`src/rtl/fbdma_pkg.sv`:
```
package fbdma_pkg;
  typedef enum logic {
    ST_IDLE = 1'b0,
    ST_RUN  = 1'b1
  } fbdma_state_e;
endpackage

```
`src/rtl/fbdma_addr_gen.sv`:
```
module fbdma_addr_gen #(
  parameter int AW   = 32,
  parameter int STEP = 4
) (
  input  logic          clk,
  input  logic          rst_n,
  input  logic          adv,
  input  logic          load,
  input  logic [AW-1:0] cfg_start,
  input  logic [AW-1:0] cfg_end,
  output logic [AW-1:0] addr
);
  logic [AW-1:0] addr_n;
  logic          at_end;

  assign at_end = (addr == cfg_end);

  always_comb begin
    addr_n = addr;
    if (adv) begin
      if (at_end) addr_n = cfg_start;
      else        addr_n = addr + AW'(STEP);
    end else if (load) begin
      addr_n = cfg_start;
    end
  end

  always_ff @(posedge clk or negedge rst_n) begin
    if (!rst_n)            addr <= '0;
    else if (adv || load)  addr <= addr_n;
  end
endmodule

```
`src/rtl/fbdma_inflight.sv`:
```
module fbdma_inflight #(
  parameter int CW = 13
) (
  input  logic          clk,
  input  logic          rst_n,
  input  logic          inc,
  input  logic          dec,
  output logic [CW-1:0] cnt
);
  logic [CW-1:0] cnt_n;

  always_comb begin
    cnt_n = cnt;
    if (inc && !dec)      cnt_n = cnt + CW'(1);
    else if (!inc && dec) cnt_n = cnt - CW'(1);
  end

  always_ff @(posedge clk or negedge rst_n) begin
    if (!rst_n)          cnt <= '0;
    else if (inc != dec) cnt <= cnt_n;
  end
endmodule

```
`src/rtl/fbdma_hyst.sv`:
```
module fbdma_hyst #(
  parameter int LW = 13
) (
  input  logic          clk,
  input  logic          rst_n,
  input  logic [LW-1:0] level,
  input  logic [LW-1:0] hi,
  input  logic [LW-1:0] lo,
  output logic          fetch_ok
);
  logic fe_q;

  always_comb begin
    fetch_ok = fe_q;
    if (level > hi)      fetch_ok = 1'b0;
    else if (level < lo) fetch_ok = 1'b1;
  end

  always_ff @(posedge clk or negedge rst_n) begin
    if (!rst_n) fe_q <= 1'b1;
    else        fe_q <= fetch_ok;
  end
endmodule

```
`src/rtl/fbdma_reader.sv`:
```
module fbdma_reader
  import fbdma_pkg::*;
#(
  parameter int AW         = 32,
  parameter int DW         = 32,
  parameter int FIFO_DEPTH = 4096,
  localparam int LW        = $clog2(FIFO_DEPTH + 1)
) (
  input  logic          clk,
  input  logic          rst_n,
  input  logic          cfg_go,
  input  logic [AW-1:0] cfg_start,
  input  logic [AW-1:0] cfg_end,
  input  logic [LW-1:0] cfg_hi,
  input  logic [LW-1:0] cfg_lo,
  input  logic [LW-1:0] fifo_level,
  output logic [AW-1:0] mem_addr,
  output logic          mem_read,
  input  logic          mem_waitreq,
  input  logic [DW-1:0] mem_rdata,
  input  logic          mem_rdvalid,
  output logic          fifo_wr,
  output logic [DW-1:0] fifo_wdata
);
  localparam int STEP = DW / 8;
  localparam int SW   = LW + 2;

  logic [1:0]    rst_sync;
  logic          rst_q_n;
  fbdma_state_e  st, st_n;
  logic          accept, hold, fetch_ok, room, rd_n, reload;
  logic [LW-1:0] out_cnt;
  logic [SW-1:0] demand;

  // asynchronous assert, synchronous release
  always_ff @(posedge clk or negedge rst_n) begin
    if (!rst_n) rst_sync <= 2'b00;
    else        rst_sync <= {rst_sync[0], 1'b1};
  end
  assign rst_q_n = rst_sync[1];

  assign accept = mem_read & ~mem_waitreq;
  assign hold   = mem_read &  mem_waitreq;
  assign reload = (st == ST_IDLE) & ~mem_read;

  always_comb begin
    st_n = cfg_go ? ST_RUN : ST_IDLE;
  end

  always_ff @(posedge clk or negedge rst_q_n) begin
    if (!rst_q_n) st <= ST_IDLE;
    else          st <= st_n;
  end

  // words committed to the FIFO if one more command is issued
  assign demand = SW'(fifo_level) + SW'(out_cnt) + SW'(accept) + SW'(1);
  assign room   = (demand <= SW'(FIFO_DEPTH));

  always_comb begin
    rd_n = hold | ((st == ST_RUN) & cfg_go & fetch_ok & room);
  end

  always_ff @(posedge clk or negedge rst_q_n) begin
    if (!rst_q_n) mem_read <= 1'b0;
    else          mem_read <= rd_n;
  end

  fbdma_addr_gen #(.AW(AW), .STEP(STEP)) u_addr (
    .clk       (clk),
    .rst_n     (rst_q_n),
    .adv       (accept),
    .load      (reload),
    .cfg_start (cfg_start),
    .cfg_end   (cfg_end),
    .addr      (mem_addr)
  );

  fbdma_inflight #(.CW(LW)) u_inflight (
    .clk   (clk),
    .rst_n (rst_q_n),
    .inc   (accept),
    .dec   (mem_rdvalid),
    .cnt   (out_cnt)
  );

  fbdma_hyst #(.LW(LW)) u_hyst (
    .clk      (clk),
    .rst_n    (rst_q_n),
    .level    (fifo_level),
    .hi       (cfg_hi),
    .lo       (cfg_lo),
    .fetch_ok (fetch_ok)
  );

  assign fifo_wr    = mem_rdvalid;
  assign fifo_wdata = mem_rdata;
endmodule

```
`config.mk`:
```
export PLATFORM = sky130hd
export DESIGN_NAME = fbdma_reader
export DESIGN_NICKNAME = d
export VERILOG_FILES = /design/src/rtl/fbdma_pkg.sv /design/src/rtl/fbdma_addr_gen.sv /design/src/rtl/fbdma_inflight.sv /design/src/rtl/fbdma_hyst.sv /design/src/rtl/fbdma_reader.sv
export SDC_FILE = /design/constraint.sdc
export NUM_CORES = 1
export LEC_CHECK = 0
export ABC_AREA = 1
export BUFFER_PORTS_ARGS = -buffer_cell sky130_fd_sc_hd__buf_2
export CAP_MARGIN = 20
export CORE_ASPECT_RATIO = 0.6
export CORE_MARGIN = 4
export CORE_UTILIZATION = 30
export DETAILED_ROUTE_END_ITERATION = 10
export GPL_TIMING_DRIVEN = 0
export PLACE_DENSITY_LB_ADDON = 0.1
export SYNTH_ARGS = -nofsm -noshare
export SYNTH_HDL_FRONTEND = slang
export SYNTH_SLANG_ARGS = --single-unit
```
`constraint.sdc`:
```
create_clock -name clk -period 1.65 [get_ports clk]
set_input_delay 0.165 -clock clk [delete_from_list [all_inputs] [get_ports clk]]
set_output_delay 0.165 -clock clk [all_outputs]
set_load 0.01 [all_outputs]
```
# [After elaboration in Yosys (flattened, before gate mapping)]
# Cells that the tools add are included.
[op_classes] n_addsub=6 magnitude_cmp=3 eq_ne=2 muxes=8 bitwise_logic=10 n_reduce_logical=9
[op_table] op="$mux 32" n=3
[op_table] op="$add 32x3->32 const B" n=1
[op_table] op="$eq 32x32->1" n=1
[op_table] op="$mux 13" n=2
[op_table] op="$add 14x1->15" n=1
[op_table] op="$add 15x1->15 const B" n=1
[op_table] op="$le 15x13->1 const B" n=1
[op_table] op="$add 13x13->14" n=1
[op_table] op="$add 13x1->13 const B" n=1
[op_table] op="$gt 13x13->1" n=1
[op_table] op="$lt 13x13->1" n=1
[op_table] op="$sub 13x1->13 const B" n=1
[op_table] op="$and 1x1->1" n=6
[op_table] op="$reduce_and 2->1" n=2
[op_table] op="$reduce_bool 2->1" n=2
[op_table] op="$mux 1" n=3
[op_table] op="$not 1->1" n=3
[op_table] op="$logic_and 1x1->1" n=2
[op_table] op="$logic_not 1->1" n=2
[op_table] op="$logic_or 1x1->1" n=1
[op_table] op="$ne 1x1->1" n=1
[op_table] op="$or 1x1->1" n=1
[word_totals] register_bits=50 in_bits=140 out_inout_bits=66 wordCells=44

# [Logic depth before layout (Yosys ltp)]
[logic_depth] ltp_word=7 ltp_mapped=18

# [Cells and area by module]
# From an unflattened synthesis, not the netlist that was laid out.
[unflattened] cells_unflattened=1001 hier_area_um2=6229.7
[by_module_without_submodules] mod="fbdma_addr_gen" instances=1 cells_per_inst=448 area_each_um2=2830.2 seq_area_each_um2=800.8
[by_module_without_submodules] mod="fbdma_reader" instances=1 cells_per_inst=232 area_each_um2=1408.9 seq_area_each_um2=100.1
[by_module_without_submodules] mod="fbdma_inflight" instances=1 cells_per_inst=192 area_each_um2=1242.4 seq_area_each_um2=325.3
[by_module_without_submodules] mod="fbdma_hyst" instances=1 cells_per_inst=129 area_each_um2=748.2 seq_area_each_um2=26.3

# [Least setup slack after synthesis]
# OpenSTA, ideal clock, no wires.
[synth_path] path_type="flip-flop to flip-flop" from="register mem_read" to="register u_inflight.cnt[7]" setup_ns=0.118 arrival_time_ns=2.689 t_required_ns=1.532 setup_slack_ns=-1.156 path_stages_with_launch=14 cell_sequence="dfrtp_1 inv_1 nor2_4 clkbuf_1 ha_1 inv_1 ha_1 a21oi_1 o21ai_0 a21oi_1 inv_1 or2_2 nand3_1 nand2_1"
[synth_via] elab_chain_len=5
[synth_rtl] element="from (decl)" line="fbdma_reader.sv:18" text="output logic mem_read,"
[synth_rtl] element="from (signal assigned)" line="fbdma_reader.sv:65" text="else mem_read <= rd_n;"
[synth_rtl] element="$and 1x1->1 *" line="fbdma_reader.sv:42" text="assign accept = mem_read & ~mem_waitreq;"
[synth_rtl] element="$logic_not 1->1" line="fbdma_inflight.sv:15" text="else if (!inc && dec) cnt_n = cnt - CW'(1);"
[synth_rtl] element="$logic_and 1x1->1" line="fbdma_inflight.sv:15"
[synth_rtl] element="$reduce_bool 2->1 (no line)"
[synth_rtl] element="$reduce_and 2->1 (no line)"
[synth_rtl] element="to (signal assigned)" line="fbdma_inflight.sv:20" text="else if (inc != dec) cnt <= cnt_n;"
[synth_rtl] element="to (decl)" line="fbdma_inflight.sv:8" text="output logic [CW-1:0] cnt"
# Every way passes the cells marked *; elsewhere a longest branch is shown, timed or not.
# A chain may end at the register's enable or synchronous reset.

# [Worst setup path after layout]
# Same ends and word-level chain as after synthesis.

==> flow_metrics.py <==
metrics = {
    "outcome": {
        "status": "finished with violations",
        "violations": "setup timing",
    },
    "min_path": {
        "min_path_cells": 3,
        "hold_class": "input pin to flop",
    },
    "route": {
        "ant_nets": 0,
        "wl_met1_mm": 13.1,
        "drt_iter0_markers": 433,
        "num_vias": 6530,
        "wl_per_cell_um": 16.2,
        "dr.max_layer_used": "met5",
        "wl_met3_mm": 2.19,
        "vias_per_cell": 4.65,
        "met2_length_mm": 7.25,
        "drtPass1Iterations": 5,
        "drc": 0,
        "wl_mm": 22.7,
    },
    "sta": {
        "rsz0062_at_grt": "true",
        "final.min_clock_period_ns": 2.35,
        "fin_skew_ns": 0.00632,
        "max_freq_mhz": 426,
        "relSlewSlack_pct": 58.9,
        "worst_slew_pin_slew_ns": 0.609,
        "min_period_over_period_pct": 142,
        "setup_viol": 45,
        "hold_viol": 0,
        "setup_ws_ns": -0.699,
        "whs_ns": 0.105,
        "slew_violations": 0,
    },
    "logic_synthesis": {
        "synthTopCellsByArea": "dfrtp_1 20%, nand2_1 15%, ha_1 13%",
        "synth_seq_cells": 50,
        "netlist_area_um2": 6030,
        "yosys.area.top_type": "dfrtp_1",
        "ys_top_cells_by_count": "246 x nand2_1, 125 x inv_1, 81 x nor2_1",
        "avgSynthCellArea_um2": 6.62,
        "yosysMostFrequentCell": "nand2_1",
        "ys_seq_area_share_pct": 20.8,
        "synthCells": 910,
        "synthArstFlopShare_pct": 100,
        "synth_top_area_share_pct": 20.3,
        "ys_types": 46,
        "ys.flop_type": "dfrtp_1",
        "synth_edf_count": 0,
        "synth.net_count": 1116,
        "yosysWarnings": 0,
    },
    "worst_setup_path": {
        "required_ns": 1.84,
        "start_kind": "flop",
        "crit_arrival_ns": 2.54,
        "r2r_cells": 14,
        "path_max_fanout": 5,
        "end_kind": "flop",
        "crit_type": "flop to flop",
    },
    "flow_run": {
        "drv_cap": 0,
    },
    "global_route": {
        "grt_pass1_vias": 5983,
        "grtUsageTotal_pct": 19.7,
        "grt_max_degree": 31,
        "antenna_found_initial": 0,
        "overflow": 0,
        "grt_pass1_wl_mm": 34.9,
    },
    "layout": {
        "diodes": 0,
        "fin_cells": 1404,
        "syn_to_final_growth_pct": 41.0,
        "final_util_pct": 43.9,
        "nets": 1343,
        "seq_area_um2": 1280,
        "drive_gt1_share_pct": 37.9,
        "multi_input_area_um2": 4450,
        "final.fill_count": 2071,
    },
    "cts": {
        "path_clk_slew_ns": 0.07,
        "root_buffer": "clkbuf_16",
        "clk_latency_ns": 0.30,
        "h-tree-depth": 2,
        "cts_sinks": 50,
        "clk_path_buf_depth": 2,
        "numCtsBuffers": 5,
        "cts_tree": "done",
    },
    "floorplan": {
        "initial_utilization_pct": 31.1,
        "die-area_um2": 22500,
        "core_um2": 19400,
        "die_h_um": 118,
        "die_w_um": 191,
        "rows": 39,
        "ioPinCount": 206,
    },
    "pwr": {
        "swShare_pct": 50.3,
        "p_comb_share_pct": 70.3,
        "clkPwrFrac_pct": 10.0,
        "p_int_uw": 7160,
        "p_switching_uw": 7250,
        "powerDensity_nw_per_um2": 1700,
        "pwr-share-seq_pct": 19.8,
        "peakVddDrop_uv": 615,
        "p_leak_uw": 0.00449,
    },
    "placed_design": {
        "portBuffers": 173,
        "place_hpwl_mm": 18.1,
        "gp_congestion": 0.963,
        "place_inst": 1350,
    },
}
[worst paths after layout]
kind | from | endpoint | slack, ns
max | mem_read | u_inflight.cnt[7] | -0.70
min | cfg_start[19] | u_addr.addr[19] | 0.10
max reg2reg | mem_read | u_inflight.cnt[7] | -0.70
min reg2reg | rst_sync[1] | u_addr.addr[9] | 0.23
max in group asynchronous | rst_sync[1] | u_hyst.fe_q | 0.78
min in group asynchronous | rst_n | rst_sync[0] | 0.17
[power by group through the flow]
stage          clock network [uW]  registers, uW  logic (uW)
2_1_floorplan                   0           2720        5680
3_3_place_gp                    0           2900        7930
3_5_place_dp                    0           2870        7970
4_1_cts                      1470           2800        9450
5_1_grt                      1530           2940       11200
6_report                     1430           2850       10100
[stage by stage]
step / setup WS (ns) / cell area [um2] / power, uW / TNS (ns)
floorplan: -0.722 / 6270 / 8400 / -7.10
global placement: -1.16 / 7460 / 10800 / -61.99
detailed placement: -1.16 / 7490 / 10800 / -25.32
CTS: -0.748 / 8280 / 13700 / -13.06
global route: -0.876 / 8500 / 15700 / -19.39
finish: -0.699 / 8500 / 14400 / -13.48
[routing by layer]
metal  vias up  global-route usage (%)
li1       3336                       -
met1      2925                    35.6
met2       258                    21.8
met3         9                    4.98
met4         2                    1.70
met5         -                    2.26
[cell families (layout without fill, tap and decap cells)]
kind of cell / Yosys count / in the layout / share of synthesized area, %
adders and majority gates: 66 / 66 / 14.0
other: 1 / 1 / 0.0622
buffers and inverters: 183 / 411 / 14.3
and+or+nand+nor: 472 / 472 / 35.2
DFF: 50 / 50 / 20.8
xor gates and xnor gates: 50 / 50 / 7.27
AOI/OAI and AO/OA: 86 / 86 / 8.08
muxes: 2 / 2 / 0.332
[placed cells by master (no fill, tap or decap), types with 4 or more instances in the layout]
master,count
buf_2,175
ha_1,47
a21oi_4,5
nand3_2,7
nand3_1,71
ha_4,14
nor3_1,8
nand4_1,20
clkbuf_16,6
o21ai_2,10
inv_1,119
buf_6,9
inv_2,12
a21oi_2,7
buf_4,72
nand3b_1,6
xnor2_1,5
nor3_4,4
dfrtp_1,24
o21ai_1,11
o21bai_1,5
nor2_1,63
nor2_4,6
nand2_2,11
xor2_1,39
a21oi_1,24
or2_4,4
nor3_2,5
o21ai_0,13
buf_12,4
dfrtp_2,25
nand2_1,237
xnor2_2,4
nor2_2,18
[worst max-delay path: stages (launching register included)]
cell       delay [ns]
dfrtp_1          0.38
inv_2            0.05
nor2_4           0.16
clkbuf_16        0.17
ha_4             0.19
buf_12           0.13
inv_8            0.04
ha_4             0.27
a21oi_4          0.17
o21ai_4          0.09
a21oi_4          0.21
inv_2            0.05
or2_4            0.22
nand3_2          0.05
nand2_1          0.05
[state kept, by name, summed over array words and instances, names as in the netlist]
signal and flops:
st 1, u_addr.addr 32, rst_sync 2, mem_read 1, u_hyst.fe_q 1, u_inflight.cnt 13
[cell type report]
cell class | instances | share of cell area (%)
timing repair buffer | 219 | 14.8
sequential | 50 | 15.1
tap | 266 | 3.92
timing repair inverter | 1 | 0.133
buffer | 49 | 5.20
inverter | 134 | 6.13
multi-input combinational | 677 | 52.4
clock inverter | 2 | 0.707
clock buffer | 6 | 1.63
[what timing repair did]
item / CTS / global route
gates resized for setup: 90 / 45
pin swaps: 32 / 25
endpoints found under the setup margin: 47 / 47
hold endpoints to repair: 3 / 0
setup buffers: 36 / 7
hold buffers: 2 / 0
cloned: 2 / 0
Power figures use the tool's default switching activity.
